### src/rtl/lpw_pkg.sv
package lpw_pkg;
    typedef enum logic [1:0] {
        M_ACTIVE  = 2'b00,
        M_SUSPEND = 2'b01,
        M_SLEEP   = 2'b10
    } lp_mode_e;

    localparam int REG_W    = 8;
    localparam int NSRC     = 3;
    localparam int B_SLEEP  = 7;
    localparam int B_SUSP   = 6;
    localparam int B_CLR    = 5;
    localparam int B_GLITCH = 4;
    localparam int B_SRC_LO = 1;
endpackage

### src/rtl/lpw_flags.sv
module lpw_flags
    import lpw_pkg::*;
#(
    parameter int MASK_CLKS = 2
) (
    input  logic                  clk,
    input  logic                  rst_n,
    input  logic                  wr_en,
    input  logic [REG_W-1:0]      wr_data,
    input  lp_mode_e              mode,
    input  logic                  wake_go,
    input  logic [NSRC-1:0]       ev_src,
    input  logic                  ev_glitch,
    output logic                  ev_hit,
    output logic                  entry_ok,
    output logic [REG_W-1:0]      rd_data
);
    localparam int MW = $clog2(MASK_CLKS + 1);

    logic [NSRC-1:0] en_q, flg_q, flg_nxt, src_set;
    logic            glt_q, glt_nxt;
    logic [MW-1:0]   mask_q;
    logic            active, wr_act, clr;
    logic [NSRC:0]   vis;

    assign active = (mode == M_ACTIVE);
    assign wr_act = wr_en && active;
    assign clr    = wr_act && wr_data[B_CLR];

    always_comb begin
        src_set  = active ? '0 : (ev_src & en_q);
        flg_nxt  = (clr ? '0 : flg_q) | src_set;
        glt_nxt  = (clr ? 1'b0 : glt_q) | ev_glitch;
        entry_ok = (flg_nxt == '0) && !glt_nxt;
        ev_hit   = (|(ev_src & en_q)) || ev_glitch;
    end

    always_ff @(posedge clk or negedge rst_n) begin
        if (!rst_n) begin
            en_q   <= '0;
            flg_q  <= '0;
            glt_q  <= 1'b0;
            mask_q <= '0;
        end else begin
            flg_q <= flg_nxt;
            glt_q <= glt_nxt;
            if (wake_go)
                en_q <= '0;
            else if (wr_act)
                en_q <= wr_data[B_SRC_LO +: NSRC];
            if (wake_go && mode == M_SUSPEND)
                mask_q <= MW'(MASK_CLKS);
            else if (mask_q != '0)
                mask_q <= mask_q - 1'b1;
        end
    end

    always_comb begin
        vis     = (mask_q != '0) ? '0 : {glt_q, flg_q};
        rd_data = '0;
        rd_data[B_SRC_LO +: NSRC+1] = vis;
    end

    // a wake leaves no source armed
    assert_en_consumed_R7: assert property (@(posedge clk) disable iff (!rst_n)
        wake_go |=> (en_q == '0));
    // flags hidden in the first cycle after a suspend wake
    assert_mask_after_susp_R8: assert property (@(posedge clk) disable iff (!rst_n)
        (wake_go && mode == M_SUSPEND) |=> (rd_data[B_GLITCH:B_SRC_LO] == '0));
    // unused read bits stay zero
    assert_reserved_zero_R10: assert property (@(posedge clk) disable iff (!rst_n)
        (rd_data[0] == 1'b0) && (rd_data[REG_W-1:B_CLR] == '0));
endmodule

### src/rtl/lpw_fsm.sv
module lpw_fsm
    import lpw_pkg::*;
(
    input  logic             clk,
    input  logic             rst_n,
    input  logic             wr_en,
    input  logic [REG_W-1:0] wr_data,
    input  logic             entry_ok,
    input  logic             ev_hit,
    output lp_mode_e         mode,
    output logic             wake_go,
    output logic             wake_pulse
);
    lp_mode_e state_q, state_nxt;

    always_comb begin
        state_nxt = state_q;
        unique case (state_q)
            M_ACTIVE: begin
                if (wr_en && entry_ok && wr_data[B_SLEEP])
                    state_nxt = M_SLEEP;
                else if (wr_en && entry_ok && wr_data[B_SUSP])
                    state_nxt = M_SUSPEND;
            end
            M_SUSPEND, M_SLEEP: begin
                if (ev_hit)
                    state_nxt = M_ACTIVE;
            end
            default: state_nxt = M_ACTIVE;
        endcase
    end

    always_ff @(posedge clk or negedge rst_n) begin
        if (!rst_n) state_q <= M_ACTIVE;
        else        state_q <= state_nxt;
    end

    assign wake_go = (state_q != M_ACTIVE) && ev_hit;
    assign mode    = state_q;

    always_ff @(posedge clk or negedge rst_n) begin
        if (!rst_n) wake_pulse <= 1'b0;
        else        wake_pulse <= wake_go;
    end

    // an accepted wake event returns to active with a pulse
    assert_wake_returns_R5: assert property (@(posedge clk) disable iff (!rst_n)
        (state_q != M_ACTIVE && ev_hit) |=> (state_q == M_ACTIVE && wake_pulse));
    // no wake event keeps the low-power state
    assert_lp_holds_R6: assert property (@(posedge clk) disable iff (!rst_n)
        (state_q != M_ACTIVE && !ev_hit) |=> $stable(state_q));
    // entry refused while a flag is pending
    assert_entry_blocked_R3: assert property (@(posedge clk) disable iff (!rst_n)
        (state_q == M_ACTIVE && !entry_ok) |=> (state_q == M_ACTIVE));
endmodule

### src/rtl/lp_wake_ctrl.sv
module lp_wake_ctrl
    import lpw_pkg::*;
#(
    parameter int MASK_CLKS = 2
) (
    input  logic       clk,
    input  logic       rst_n,
    input  logic       wr_en,
    input  logic [7:0] wr_data,
    output logic [7:0] rd_data,
    input  logic       ev_port_match,
    input  logic       ev_rtc_alarm,
    input  logic       ev_osc_fail,
    input  logic       ev_rst_glitch,
    output logic [1:0] mode,
    output logic       wake_pulse
);
    lp_mode_e        st;
    logic            wake_go, ev_hit, entry_ok;
    logic [NSRC-1:0] ev_src;

    assign ev_src = {ev_osc_fail, ev_rtc_alarm, ev_port_match};

    lpw_flags #(.MASK_CLKS(MASK_CLKS)) u_flags (
        .clk(clk), .rst_n(rst_n), .wr_en(wr_en), .wr_data(wr_data),
        .mode(st), .wake_go(wake_go), .ev_src(ev_src), .ev_glitch(ev_rst_glitch),
        .ev_hit(ev_hit), .entry_ok(entry_ok), .rd_data(rd_data)
    );

    lpw_fsm u_fsm (
        .clk(clk), .rst_n(rst_n), .wr_en(wr_en), .wr_data(wr_data),
        .entry_ok(entry_ok), .ev_hit(ev_hit), .mode(st),
        .wake_go(wake_go), .wake_pulse(wake_pulse)
    );

    assign mode = st;
endmodule

### config.mk
export PLATFORM = sky130hd
export DESIGN_NAME = lp_wake_ctrl
export DESIGN_NICKNAME = d
export VERILOG_FILES = /design/src/rtl/lpw_pkg.sv /design/src/rtl/lpw_flags.sv /design/src/rtl/lpw_fsm.sv /design/src/rtl/lp_wake_ctrl.sv
export SDC_FILE = /design/constraint.sdc
export NUM_CORES = 1
export LEC_CHECK = 0
export ABC_AREA = 0
export ABC_CLOCK_PERIOD_IN_PS = 1500
export BUFFER_PORTS_ARGS = -buffer_cell sky130_fd_sc_hd__buf_2
export CORE_AREA = 2 2 43 55
export DETAILED_ROUTE_END_ITERATION = 10
export DIE_AREA = 0 0 45 57
export GPL_ROUTABILITY_DRIVEN = 0
export MAX_ROUTING_LAYER = met4
export PLACE_DENSITY = 0.66
export SLEW_MARGIN = 15
export SYNTH_ARGS = -nofsm -noshare
export SYNTH_HDL_FRONTEND = slang
export SYNTH_SLANG_ARGS = --single-unit
### constraint.sdc
create_clock -name clk -period 1.5 [get_ports clk]
set_input_delay 0.225 -clock clk [delete_from_list [all_inputs] [get_ports clk]]
set_output_delay 0.225 -clock clk [all_outputs]
set_load 0.03 [all_outputs]
**Yosys cells after proc, flatten, opt, wreduce, memory -nomap -nowiden**

Cells that the tools add are included.

- Bits of input ports: 15
- Register bits after elaboration: 12
- Logic and storage cells: 45
- Output and inout bits: 11

- Multiplexer cells: 12
- Add/subtract/negate cells: 1
- Bitwise gates (word level): 3
- Equality and inequality tests: 4
- Reductions and logical operators: 19

Operators with widths:

| cell | count |
|---|---|
| two-way mux 3 bit | 4 |
| two-way mux 2 bit | 5 |
| logical AND 1 bit | 8 |
| nonzero test 2 bit | 4 |
| two-way mux 4 bit | 1 |
| one-hot mux 2 bit (2 select lines) | 1 |
| bitwise AND 3 bit | 1 |
| logical NOT 3 bit | 1 |
| != test 3 x 1 -> 1 bit (second input constant) | 1 |
| bitwise OR 3 bit | 1 |
| OR reduction 3 bit | 1 |
| == test 2 x 1 -> 1 bit (second input constant) | 1 |
| == test 2 bit (second input constant) | 1 |
| logical NOT 2 bit | 1 |
| != test 2 x 1 -> 1 bit (second input constant) | 1 |
| AND reduction 2 bit | 1 |
| OR reduction 2 bit | 1 |
| subtractor 2 x 1 -> 2 bit (second input constant) | 1 |
| logical NOT 1 bit | 1 |
| logical OR 1 bit | 1 |
| two-way mux 1 bit | 1 |
| bitwise OR 1 bit | 1 |

**Longest topological paths before layout**

- Depth after elaboration: 12
- Depth in mapped cells: 7
- Depth with buffers taken out: 6

**By module**

A second synthesis with hierarchy kept.

- Cell total of the unflattened synthesis: 66
- Area total of the unflattened synthesis: 668.1 µm²

Modules (own cells, without submodules):

| module | times used | area each (µm²) | seq. area each (µm²) | cells each |
|---|---|---|---|---|
| lpw_flags | 1 | 494.2 | 225.2 | 48 |
| lpw_fsm | 1 | 173.9 | 75.1 | 18 |

**Least setup slack after synthesis**

Ideal clock, no wire load.

- Path kind: reg-to-reg
- From: register u_fsm.state_q[1] (netlist: u_fsm.mode[1])
- To: register u_fsm.state_q[0] (netlist: u_fsm.mode[0])
- Required time: 1.375 ns
- Library setup time: 0.125 ns
- Arrival: 1.408 ns
- Setup slack: -0.033 ns
- Clock period less this slack: 1.533 ns
- Cell stages (with the launch flop): 7
- Path buffers: 0
- Cell sequence: dfrtp_1 inv_1 ha_1 nand3_1 a21oi_2 a41o_1 nand3_1

- Cells in the longest elaborated chain, start to end: 11
- Elaborated cells between the ends (all ways): 22
- Classes of those cells: eq/ne: 4; mux: 5; bitwise: 2; reduce/logical: 11

Ends and longest elaborated chain:

| element | line | RTL |
|---|---|---|
| start, declared | lpw_fsm.sv:14 | `lp_mode_e state_q, state_nxt;` |
| start signal, assigned | lpw_fsm.sv:35 | `else state_q <= state_nxt;` |
| logical NOT 2 bit | lpw_flags.sv:26, lpw_fsm.sv:18 |  |
| logical AND 1 bit | lpw_flags.sv:27 | `assign wr_act = wr_en && active;` |
| logical AND 1 bit | lpw_flags.sv:28 | `assign clr = wr_act && wr_data[B_CLR];` |
| two-way mux 3 bit or two-way mux 1 bit (tied branches) | lpw_flags.sv:32, lpw_flags.sv:33 |  |
| bitwise OR 3 bit or bitwise OR 1 bit (tied branches) | lpw_flags.sv:32, lpw_flags.sv:33 |  |
| logical NOT 3 bit or logical NOT 1 bit (tied branches) | lpw_flags.sv:34 | `entry_ok = (flg_nxt == '0) && !glt_nxt;` |
| logical AND 1 bit | lpw_flags.sv:34 |  |
| logical AND 1 bit | lpw_fsm.sv:20, lpw_fsm.sv:22 |  |
| logical AND 1 bit (on tied branches) | lpw_fsm.sv:20, lpw_fsm.sv:22 |  |
| two-way mux 2 bit or != test 3 x 1 -> 1 bit (tied branches) | n/a |  |
| one-hot mux 2 bit (2 select lines) or AND reduction 2 bit (tied branches) | n/a |  |

Several ways; a longest one is shown, not always the timed one.
A chain may end at the register's enable or synchronous reset.

**Worst setup path in the final report**

- From: register u_flags.mask_q[0]
- To: output port rd_data[1]

- Cells in the longest elaborated chain, start to end: 2

Ends and longest elaborated chain:

| element | line | RTL |
|---|---|---|
| start, declared | lpw_flags.sv:22 | `logic [MW-1:0] mask_q;` |
| start signal, assigned | lpw_flags.sv:52 | `mask_q <= MW'(MASK_CLKS);` |
| start signal, assigned | lpw_flags.sv:54 | `mask_q <= mask_q - 1'b1;` |
| nonzero test 2 bit | lpw_flags.sv:59 | `vis = (mask_q != '0) ? '0 : {glt_q, flg_q};` |
| two-way mux 4 bit | lpw_flags.sv:59 |  |
| end, declared | lp_wake_ctrl.sv:10 | `output logic [7:0] rd_data,` |

No other way between the ends.

==> results.sh <==
export IMPL_end_kind="output pin"
export IMPL_diodes=0
export IMPL_synth_top_cell_by_area="dfrtp_1"
export IMPL_die_h_um=57
export IMPL_p_total_uw=1720
export IMPL_hp_class="input port to register"
export IMPL_yosys_top_cells_count="12 x dfrtp_1, 12 x nand2_1, 6 x a21oi_1, 6 x inv_1, 6 x nand3_1"
export IMPL_first_global_vias=614
export IMPL_rows=19
export IMPL_dpl_hpwl_um=1160
export IMPL_dieArea_um2=2570
export IMPL_dr_total_vias=650
export IMPL_cp_slowest_cell="dfrtp_1"
export IMPL_maxCapViolCount=0
export IMPL_status="finished, final reports clean"
export IMPL_synthXorXnorAreaFrac_pct=1.26
export IMPL_nFillCells=205
export IMPL_finalCriticalPeriod_ns=1.42
export IMPL_clk_latency_ns=0.28
export IMPL_fmax_ghz=0.704
export IMPL_cp_max_fo=6
export IMPL_synth_compound_gate_area_share_pct=21.5
export IMPL_numCtsBuffers=3
export IMPL_ys_warnings_count=0
export IMPL_synth_flop_cell="dfrtp_1"
export IMPL_cts_sinks=12
export IMPL_fin_tns_setup_ns=0
export IMPL_fin_hold_ws_ns=0.167
export IMPL_fin_worst_skew_ns=0.00122
export IMPL_initial_core_util_pct=33.3
export IMPL_synthDominantCellAreaShare_pct=43.1
export IMPL_synth_cell_type_count=23
export IMPL_portBuffers=19
export IMPL_wl_per_cell_um=12.3
export IMPL_avgSynthCellArea_um2=9.17
export IMPL_critPathArrivalTime_ns=1.19
export IMPL_final_max_slew_viol_count=0
export IMPL_drc_errors=0
export IMPL_cp_slowest_stage_delay_ns=0.40
export IMPL_power_density_nw_per_um2=1830
export IMPL_path_clk_slew_ns=0.08
export IMPL_grt_antenna_before_repair=0
export IMPL_synth_mux_area_share_pct=1.44
export IMPL_area_delta_synth_final_pct=34.5
export IMPL_synth_area_leaders="dfrtp_1 43%, nand2_1 6.5%, buf_4 5.4%"
export IMPL_drtPass1Iterations=4
export IMPL_via_per_inst=5.16
export IMPL_place_inst=121
export IMPL_first_iter_violations=9
export IMPL_finalSetupViolations=0
export IMPL_root_buffer="clkbuf_4"
export IMPL_synthAdderAreaFrac_pct=5.39
export IMPL_seq_area_frac_synth_pct=43.1
export IMPL_leakage_uw=0.000466
export IMPL_core_region_area_um2=2090
export IMPL_synth_seq_cells=12
export IMPL_layoutNonFillerInstCount=126
export IMPL_drive_above_1_share_pct=37.1
export IMPL_pin_count=26
export IMPL_synth_area_um2=697
export IMPL_rsz0062_at_grt="no"
export IMPL_crit_chain="inv_2 -> ha_4 -> and2_1 -> buf_4"
export IMPL_cp_required_ns=1.27
export IMPL_wl_um=1550
export IMPL_startpoint_type="register"
export IMPL_clock_path_buffers=2
export IMPL_fp_dieW_um=45
export IMPL_h_tree_depth=1
export IMPL_netlist_instances=76
export IMPL_grt_overflow_total=0
export IMPL_grt_pass1_wl_um=2300
export IMPL_finalCritPeriodShare_pct=94.6
export IMPL_post_cts_buffers=0
export IMPL_synth_top_family_by_area="compound AO/OA/AOI/OAI gates"
export IMPL_crit_type="register to output pin"
export IMPL_grt_use_total_pct=12.7
export IMPL_synth_simple_gate_area_share_pct=18.1
export IMPL_vdd_ir_drop_max_mv=0.632
export IMPL_grt_max_degree=13
export IMPL_timing_final_hold_violations=0
export IMPL_drtAntennaViolNets=0
export IMPL_async_flop_share_pct=100
export IMPL_synth_edf_count=0
export IMPL_cts_tree="yes"
export IMPL_nets=124
## what timing repair did
item | 4_1_cts | 5_1_grt
pin swaps | 0 | 1
gates resized for setup | 6 | 4
endpoints found under the hold margin | 12 | 0
endpoints found under the setup margin | 4 | 3
hold buffers | 1 | 0
## through the flow
stage / utilization, % / setup WS, ns / instance area (um2)
final: 44.8 / 0.0803 / 937
after detailed placement: 40.5 / 0.0502 / 847
after CTS: 43.8 / 0.0343 / 916
after floorplan: - / 0.0119 / 711
after global placement: 40.5 / 0.0497 / 847
after global routing: 44.8 / 0.000953 / 937
## cell usage in the layout (no fill, tap or decap), types with 3 or more instances in the layout
cell / instances
a21oi_1: 6
and2_1: 4
buf_2: 15
buf_4: 11
clkbuf_4: 3
conb_1: 4
dfrtp_1: 10
inv_1: 5
nand2_1: 12
nand3_1: 6
o21ai_0: 5
## power by group
part / switching, uW / leakage [uW] / internal, uW
combinational: 490 / 0.000297 / 427
clock: 115 / 0.0000210 / 148
sequential: 92.0 / 0.000147 / 447
## per-layer routing
| metal | share of wire (%) | routed length (um) | vias up | track usage [%] |
|---|---|---|---|---|
| met5 | 0 | 0 | - | - |
| met4 | 3.4 | 53 | 0 | 12.2 |
| met3 | 3.1 | 48 | 5 | 1.90 |
| met2 | 51 | 784 | 19 | 20.6 |
| met1 | 43 | 661 | 306 | 12.1 |
| li1 | - | - | 320 | - |
## state kept, by name (all words and copies together), names as in the netlist
register	flops
u_flags.en_q	3
u_flags.flg_q	3
u_flags.glt_q	1
u_flags.mask_q	2
u_fsm.mode	2
u_fsm.wake_pulse	1
## logic make-up (layout without fill, tap and decap cells)
kind of cell / count (synthesis) / in the layout
other cells: 1 / 4
fa+ha+maj: 3 / 3
compound gates: 21 / 21
simple gates: 26 / 26
flops: 12 / 12
buf+inv: 11 / 37
mux: 1 / 1
xor+xnor: 1 / 1
## worst max-delay path, delay by kind of cell (launching register included)
| kind | cells | cell delay, ns |
|---|---|---|
| buffers and inverters | 2 | 0.23 |
| AND/OR/NAND/NOR | 1 | 0.12 |
| adder cells (fa/ha/maj) | 1 | 0.16 |
| flip-flops | 1 | 0.40 |
## path summary, 6_finish.rpt
kind,from,to,slack (ns),cells past startpoint
max,u_flags.mask_q[0],rd_data[1],0.08,4
min,ev_rst_glitch,u_flags.glt_q,0.17,3
min reg2reg,u_flags.glt_q,u_flags.glt_q,0.54,2
max in group asynchronous,rst_n,u_fsm.mode[1],0.90,2
max reg2reg,u_fsm.mode[1],u_fsm.mode[0],0.10,6
min in group asynchronous,rst_n,u_flags.en_q[2],0.36,2
## cell type report
cell class	count	area (um2)	share of cell area (%)
sequential	12	303	32.3
tap	21	26.3	2.80
clock buffer	4	36.3	3.87
timing repair buffer	27	168	17.9
multi-input combinational	56	382	40.7
inverter	6	22.5	2.40
No activity file was read; power rests on OpenSTA's default activity.
